==> src/rtl/wsp_pkg.sv <==
package wsp_pkg;
  typedef enum logic {
    SRC_ARRAY  = 1'b0,
    SRC_STATUS = 1'b1
  } rd_src_e;
endpackage

==> src/rtl/wsp_toggle.sv <==
module wsp_toggle (
  input  logic clk_i,
  input  logic rst_ni,
  input  logic busy_i,
  input  logic rd_strobe_i,
  output logic start_o,
  output logic tog_o
);
  logic busy_q, tog_q;

  assign start_o = busy_i & ~busy_q;
  // a new cycle masks the stale phase for its first read
  assign tog_o   = start_o ? 1'b0 : tog_q;

  always_ff @(posedge clk_i or negedge rst_ni) begin
    if (!rst_ni) begin
      busy_q <= 1'b0;
      tog_q  <= 1'b0;
    end else begin
      busy_q <= busy_i;
      if (busy_i && rd_strobe_i) tog_q <= ~tog_o;
      else if (start_o)          tog_q <= 1'b0;
    end
  end

  assert_start_zero_R6: assert property (@(posedge clk_i) disable iff (!rst_ni)
    start_o |-> !tog_o);
  assert_tog_flip_R5: assert property (@(posedge clk_i) disable iff (!rst_ni)
    ($past(busy_i && rd_strobe_i) && busy_i && !start_o) |-> (tog_o != $past(tog_o)));
  assert_tog_hold_R5: assert property (@(posedge clk_i) disable iff (!rst_ni)
    ($past(!rd_strobe_i) && busy_i && !start_o) |-> $stable(tog_o));
  assert_idle_freeze_R8: assert property (@(posedge clk_i) disable iff (!rst_ni)
    ($past(!busy_i) && !busy_i) |-> $stable(tog_q));
endmodule

==> src/rtl/wsp_mux.sv <==
module wsp_mux #(
  parameter int DW = 8
) (
  input  wsp_pkg::rd_src_e src_i,
  input  logic             tog_i,
  input  logic [DW-1:0]    last_data_i,
  input  logic [DW-1:0]    array_data_i,
  output logic [DW-1:0]    data_o
);
  localparam int POLL_BIT = DW - 1;
  localparam int TOG_BIT  = DW - 2;

  logic [DW-1:0] status_w;

  for (genvar b = 0; b < DW; b++) begin : g_bit
    if (b == POLL_BIT) begin : g_poll
      assign status_w[b] = ~last_data_i[b];
    end else if (b == TOG_BIT) begin : g_tog
      assign status_w[b] = tog_i;
    end else begin : g_pass
      assign status_w[b] = last_data_i[b];
    end
  end

  assign data_o = (src_i == wsp_pkg::SRC_STATUS) ? status_w : array_data_i;
endmodule

==> src/rtl/wsp_bus_gate.sv <==
module wsp_bus_gate #(
  parameter int DW = 8
) (
  input  logic          ce_ni,
  input  logic          oe_ni,
  input  logic          we_ni,
  input  logic [DW-1:0] data_i,
  output logic [DW-1:0] data_o,
  output logic          oe_o
);
  assign oe_o   = ~ce_ni & ~oe_ni & we_ni;
  assign data_o = oe_o ? data_i : '0;

  always_comb begin
    assert_zero_idle_R2: assert (oe_o || data_o == '0);
  end
endmodule

==> src/rtl/eeprom_wr_poll.sv <==
module eeprom_wr_poll #(
  parameter int DW = 8
) (
  input  logic          clk_i,
  input  logic          rst_ni,
  input  logic          busy_i,
  input  logic          rd_strobe_i,
  input  logic          ce_ni,
  input  logic          oe_ni,
  input  logic          we_ni,
  input  logic [DW-1:0] last_data_i,
  input  logic [DW-1:0] array_data_i,
  output logic [DW-1:0] bus_data_o,
  output logic          bus_oe_o
);
  localparam int POLL_BIT = DW - 1;
  localparam int TOG_BIT  = DW - 2;

  logic             start_w, tog_w;
  logic [DW-1:0]    mux_w;
  wsp_pkg::rd_src_e src_w;

  assign src_w = busy_i ? wsp_pkg::SRC_STATUS : wsp_pkg::SRC_ARRAY;

  wsp_toggle u_toggle (
    .clk_i       (clk_i),
    .rst_ni      (rst_ni),
    .busy_i      (busy_i),
    .rd_strobe_i (rd_strobe_i),
    .start_o     (start_w),
    .tog_o       (tog_w)
  );

  wsp_mux #(.DW(DW)) u_mux (
    .src_i        (src_w),
    .tog_i        (tog_w),
    .last_data_i  (last_data_i),
    .array_data_i (array_data_i),
    .data_o       (mux_w)
  );

  wsp_bus_gate #(.DW(DW)) u_gate (
    .ce_ni  (ce_ni),
    .oe_ni  (oe_ni),
    .we_ni  (we_ni),
    .data_i (mux_w),
    .data_o (bus_data_o),
    .oe_o   (bus_oe_o)
  );

  assert_oe_gate_R1: assert property (@(posedge clk_i) disable iff (!rst_ni)
    bus_oe_o |-> (!ce_ni && !oe_ni && we_ni));
  assert_idle_true_R3: assert property (@(posedge clk_i) disable iff (!rst_ni)
    (bus_oe_o && !busy_i) |-> (bus_data_o == array_data_i));
  assert_poll_inv_R4: assert property (@(posedge clk_i) disable iff (!rst_ni)
    (bus_oe_o && busy_i) |-> (bus_data_o[POLL_BIT] != last_data_i[POLL_BIT]));
  assert_low_pass_R7: assert property (@(posedge clk_i) disable iff (!rst_ni)
    (bus_oe_o && busy_i) |-> (bus_data_o[TOG_BIT-1:0] == last_data_i[TOG_BIT-1:0]));
  assert_first_read_R6: assert property (@(posedge clk_i) disable iff (!rst_ni)
    (bus_oe_o && start_w) |-> !bus_data_o[TOG_BIT]);
endmodule

==> config.mk <==
export PLATFORM = sky130hd
export DESIGN_NAME = eeprom_wr_poll
export DESIGN_NICKNAME = d
export VERILOG_FILES = /design/src/rtl/wsp_pkg.sv /design/src/rtl/wsp_toggle.sv /design/src/rtl/wsp_mux.sv /design/src/rtl/wsp_bus_gate.sv /design/src/rtl/eeprom_wr_poll.sv
export SDC_FILE = /design/constraint.sdc
export NUM_CORES = 1
export LEC_CHECK = 0
export CAP_MARGIN = 20
export CORE_AREA = 2 2 39 41
export CTS_CLUSTER_DIAMETER = 120
export DETAILED_ROUTE_END_ITERATION = 12
export DIE_AREA = 0 0 41 43
export PLACE_DENSITY = 0.56
export SLEW_MARGIN = 20
export SYNTH_ARGS = -nofsm -noshare
export SYNTH_HDL_FRONTEND = slang
export SYNTH_SLANG_ARGS = --single-unit
==> constraint.sdc <==
create_clock -name clk_i -period 1.8 [get_ports clk_i]
set_input_delay 0.36 -clock clk_i [delete_from_list [all_inputs] [get_ports clk_i]]
set_output_delay 0.36 -clock clk_i [all_outputs]
set_load 0.03 [all_outputs]
Word-level counts from Yosys, hierarchy flattened
Cells that the tools add are included. W data, S select, Z words.

Reduce and logical (&&, ||, !) cells: 1. Mux-type cells: 5. Bitwise operators: 8.

Operator list (count): $mux W8 (2); $not A1 Y1 (5); $and A1 B1 Y1 (3); $mux W1 (3); $logic_and A1 B1 Y1 (1).

Output and inout bits: 9. Register bits after elaboration: 2. Word-level logic and storage cells: 16. Input port bits: 23.

Longest topological paths before layout
Depth in word-level cells: 5. Depth in mapped cells: 3. Mapped depth without buffers: 2.

Modules after synthesis
Synthesis repeated with hierarchy kept, for this count alone.

Cells, all modules: 25. Area total of the unflattened synthesis: 327.8 µm².

By module, submodules not included: wsp_mux (seq. area each 0.0 µm², area an instance 130.1 µm², times used 1, cells an instance 10); wsp_bus_gate (seq. area each 0.0 µm², area an instance 107.6 µm², times used 1, cells an instance 9); wsp_toggle (seq. area each 50.0 µm², area an instance 90.1 µm², times used 1, cells an instance 6).

Worst setup path after synthesis
OpenSTA, ideal clock, no wires.

Path type: input to output. Start: input oe_ni. End: output bus_data_o[7]. Setup slack: 0.074 ns. Data required time: 1.440 ns. Stages on the path: 3. Path buffers: 1. Arrival time: 1.366 ns. Path through: or3b_1 -> buf_6 -> a211oi_2.

Cells in the longest elaborated chain, start to end: 4.

RTL lines: from (decl) (RTL line eeprom_wr_poll.sv:9) `input logic oe_ni,`; $not A1 Y1 (RTL line wsp_bus_gate.sv:11) `assign oe_o = ~ce_ni & ~oe_ni & we_ni;`; $and A1 B1 Y1 (2 in a row) (RTL line wsp_bus_gate.sv:11); $mux W8 (RTL line wsp_bus_gate.sv:12) `assign data_o = oe_o ? data_i : '0;`; to (decl) (RTL line eeprom_wr_poll.sv:13) `output logic [DW-1:0] bus_data_o,`.

Every way passes these cells.

Worst setup path after layout
Start: input ce_ni. End: output bus_data_o[7].

Cells in the longest elaborated chain, start to end: 4.

RTL lines: from (decl) (RTL line eeprom_wr_poll.sv:8) `input logic ce_ni,`; $not A1 Y1 (RTL line wsp_bus_gate.sv:11); $and A1 B1 Y1 (2 in a row) (RTL line wsp_bus_gate.sv:11); $mux W8 (RTL line wsp_bus_gate.sv:12).

Every way passes these cells.

==> out/qor.yml <==
floorplanning:
  num_rows: 14
  die_h_um: 43
  die_w_um: 41
  dieArea_um2: 1760
  start_util_pct: 15.9
  core_um2: 1380
  ios: 32
timing:
  finalCritPeriodShare_pct: 96.5
  fin_ws_ns: 0.0627
  hold_viol_final: 0
  relSlewSlack_pct: 89.8
  tightest_slew_ns: 0.151
  fin_setup_tns_ns: 0
  setup_viol: 0
  period_needed_ns: 1.74
  finalMaxSlewViolations: 0
  grt_setup_unrepaired: "false"
  skew_ns: 0.00136
  max_freq_ghz: 0.576
finish:
  multi_input_area_um2: 164
  area_delta_synth_final_pct: 166
  n_fill_cell: 145
  ff_latch_area_um2: 50.0
  drive_above_1_share_pct: 27.9
  diodes: 0
  final_nets: 86
routing:
  wl_per_cell_um: 9.74
  post_drt_via_cell_ratio: 4.18
  drt_iter0_drc: 2
  num_vias: 322
  wirelength_um: 750
  drc_errors: 0
  ant_nets: 0
  drtPass1Iterations: 2
pwr:
  finalPower_mw: 0.262
  peakVddDrop_mv: 0.161
  p_per_area_nw_per_um2: 447
  power.leakage_nw: 0.279
clocking:
  cts_made_buffers: 3
  clockRootBuffer: "clkbuf_4"
  cts_setup_buffers: 0
  numClockSinks: 2
  h-tree-depth: 1
  cts.path.max_buffers: 2
  clkTransAtPathRegs_ns: 0.03
  clkLatencyLatePin_ns: 0.22
  holdBufCountCts: 0
  cts_tree: "built"
synth:
  synth_cell_types: 14
  synth_edf_count: 0
  syn-num-nets: 50
  synthTopCellsByCount: "nor2_1, mux2i_1, a21oi_1, dfrtp_1"
  synth_warnings: 0
  synthesis.area_um2: 220
  synth_most_common_cell: "nor2_1"
  yosys_most_used_dff: "dfrtp_1"
  async_flop_share_pct: 100
  synth_top_area_share_pct: 27.3
  seq_area_frac_synth_pct: 22.7
  synth-seq-cells: 2
  yosys.area.top_type: "mux2i_1"
  synthCells: 27
  synthTopCellsByArea: "mux2i_1, dfrtp_1, nor2_1, a211oi_2, buf_6"
  syn_avg_cell_area_um2: 8.16
global_route:
  grt_remaining_overflow: 0
  grtUsageTotal_pct: 9.54
  antenna_found_initial: 0
  grt_pass1_wl_um: 1120
  grt_max_degree: 8
  grt_pass1_vias: 299
place:
  place_ws_ns: -0.297
  place_congestion: 0.563
  port-buffer-count: 30
critical_path:
  worstSetupPathType: "input pin to primary output"
  crit_slowest_cell: "or3b_4"
  startpoint: "ce_ni"
  start_kind: "input pin"
  cp.required_ns: 1.44
  arrival_ns: 1.38
  cp-end-kind: "primary output"
  max_stage_delay_ns: 0.43
  r2r_start: "u_toggle.busy_q$_DFF_PN0_"
  worst-path-max-fanout: 5
  path_cells: "dlygate4sd2_1 > or3b_4 > a211oi_2 > buf_4"
worst_hold_path:
  hold_class: "input pin to async pin"
flow_run:
  drv_cap: 0
run_status:
  status: "completed"
## state kept, by name, summed over array words and instances, names as in the netlist
register	count
u_toggle.busy_q	1
u_toggle.tog_q	1
## cell families (layout without fill, tap and decap cells)
logic type	count (synthesis)	count (layout)	synth area share, %
simple gates	13	14	30.7
compound gates	3	3	10.2
flops	2	2	22.7
mux	6	6	27.3
buf+inv	3	36	9.09
## power breakdown
group	internal (mW)	leakage (nW)	switching, mW	total (mW)
Combinational	0.0719	0.242	0.0383	0.110
Sequential	0.0503	0.0232	0.00326	0.0535
Clock	0.0735	0.0138	0.0246	0.0981
## what timing repair did
item	in CTS	in global routing
resized for setup	6	0
endpoints found under the setup margin	9	0
endpoints found under the hold margin	0	0
## metrics by stage
stage	util, %	instances	hold slack (ns)	area, um^2
CTS	42.3	77	0.298	586
global placement	37.7	72	0.534	522
global route	42.3	77	0.294	586
detailed placement	37.7	72	0.538	522
finish	42.3	77	0.305	586
floorplan	-	27	0.0644	220
## worst max-delay path, delay by kind of cell
kind	cells	cell delay (ns)
AO/OA/AOI/OAI	1	0.15
AND/OR/NAND/NOR	1	0.43
buffers and inverters	2	0.43
## area by class of cell
| type | count | area share (%) |
|---|---|---|
| multi-input cells | 23 | 28.0 |
| flip-flops and latches | 2 | 8.55 |
| inverters | 1 | 0.641 |
| clock buffers | 3 | 3.85 |
| repair buffers | 32 | 55.6 |
| well taps | 16 | 3.42 |
## layout by cell type (no fill, tap or decap), types with 2 or more instances in the layout
| cell | synthesis | final |
|---|---|---|
| or3b_4 | 0 | 2 |
| buf_4 | 0 | 9 |
| dfrtp_1 | 2 | 2 |
| mux2i_1 | 6 | 6 |
| dlygate4sd2_1 | 0 | 4 |
| clkbuf_4 | 0 | 3 |
| clkdlybuf4s50_1 | 0 | 17 |
| a21oi_1 | 2 | 2 |
| nor2_1 | 7 | 7 |
## metal layers
metal | global-route usage (%) | share of wire (%) | vias to the layer above
li1 | - | - | 167
met1 | 10.9 | 40 | 140
met2 | 14.4 | 54 | 15
met3 | 1.57 | 6.3 | 0
met4 | 8.00 | 0 | 0
met5 | 0 | 0 | -
## path summary, 6_finish.rpt
path,to,slack (ns),cells past startpoint
min in group clk_i,u_toggle.tog_q$_DFF_PN0_,0.59,2
max in group asynchronous,u_toggle.busy_q$_DFF_PN0_,1.37,1
hold reg to reg,u_toggle.tog_q$_DFF_PN0_,0.59,2
setup / recovery,bus_data_o[7],0.06,4
setup reg to reg,u_toggle.tog_q$_DFF_PN0_,0.97,2
hold / removal,u_toggle.tog_q$_DFF_PN0_,0.30,1
No activity file was read; power rests on OpenSTA's default activity.
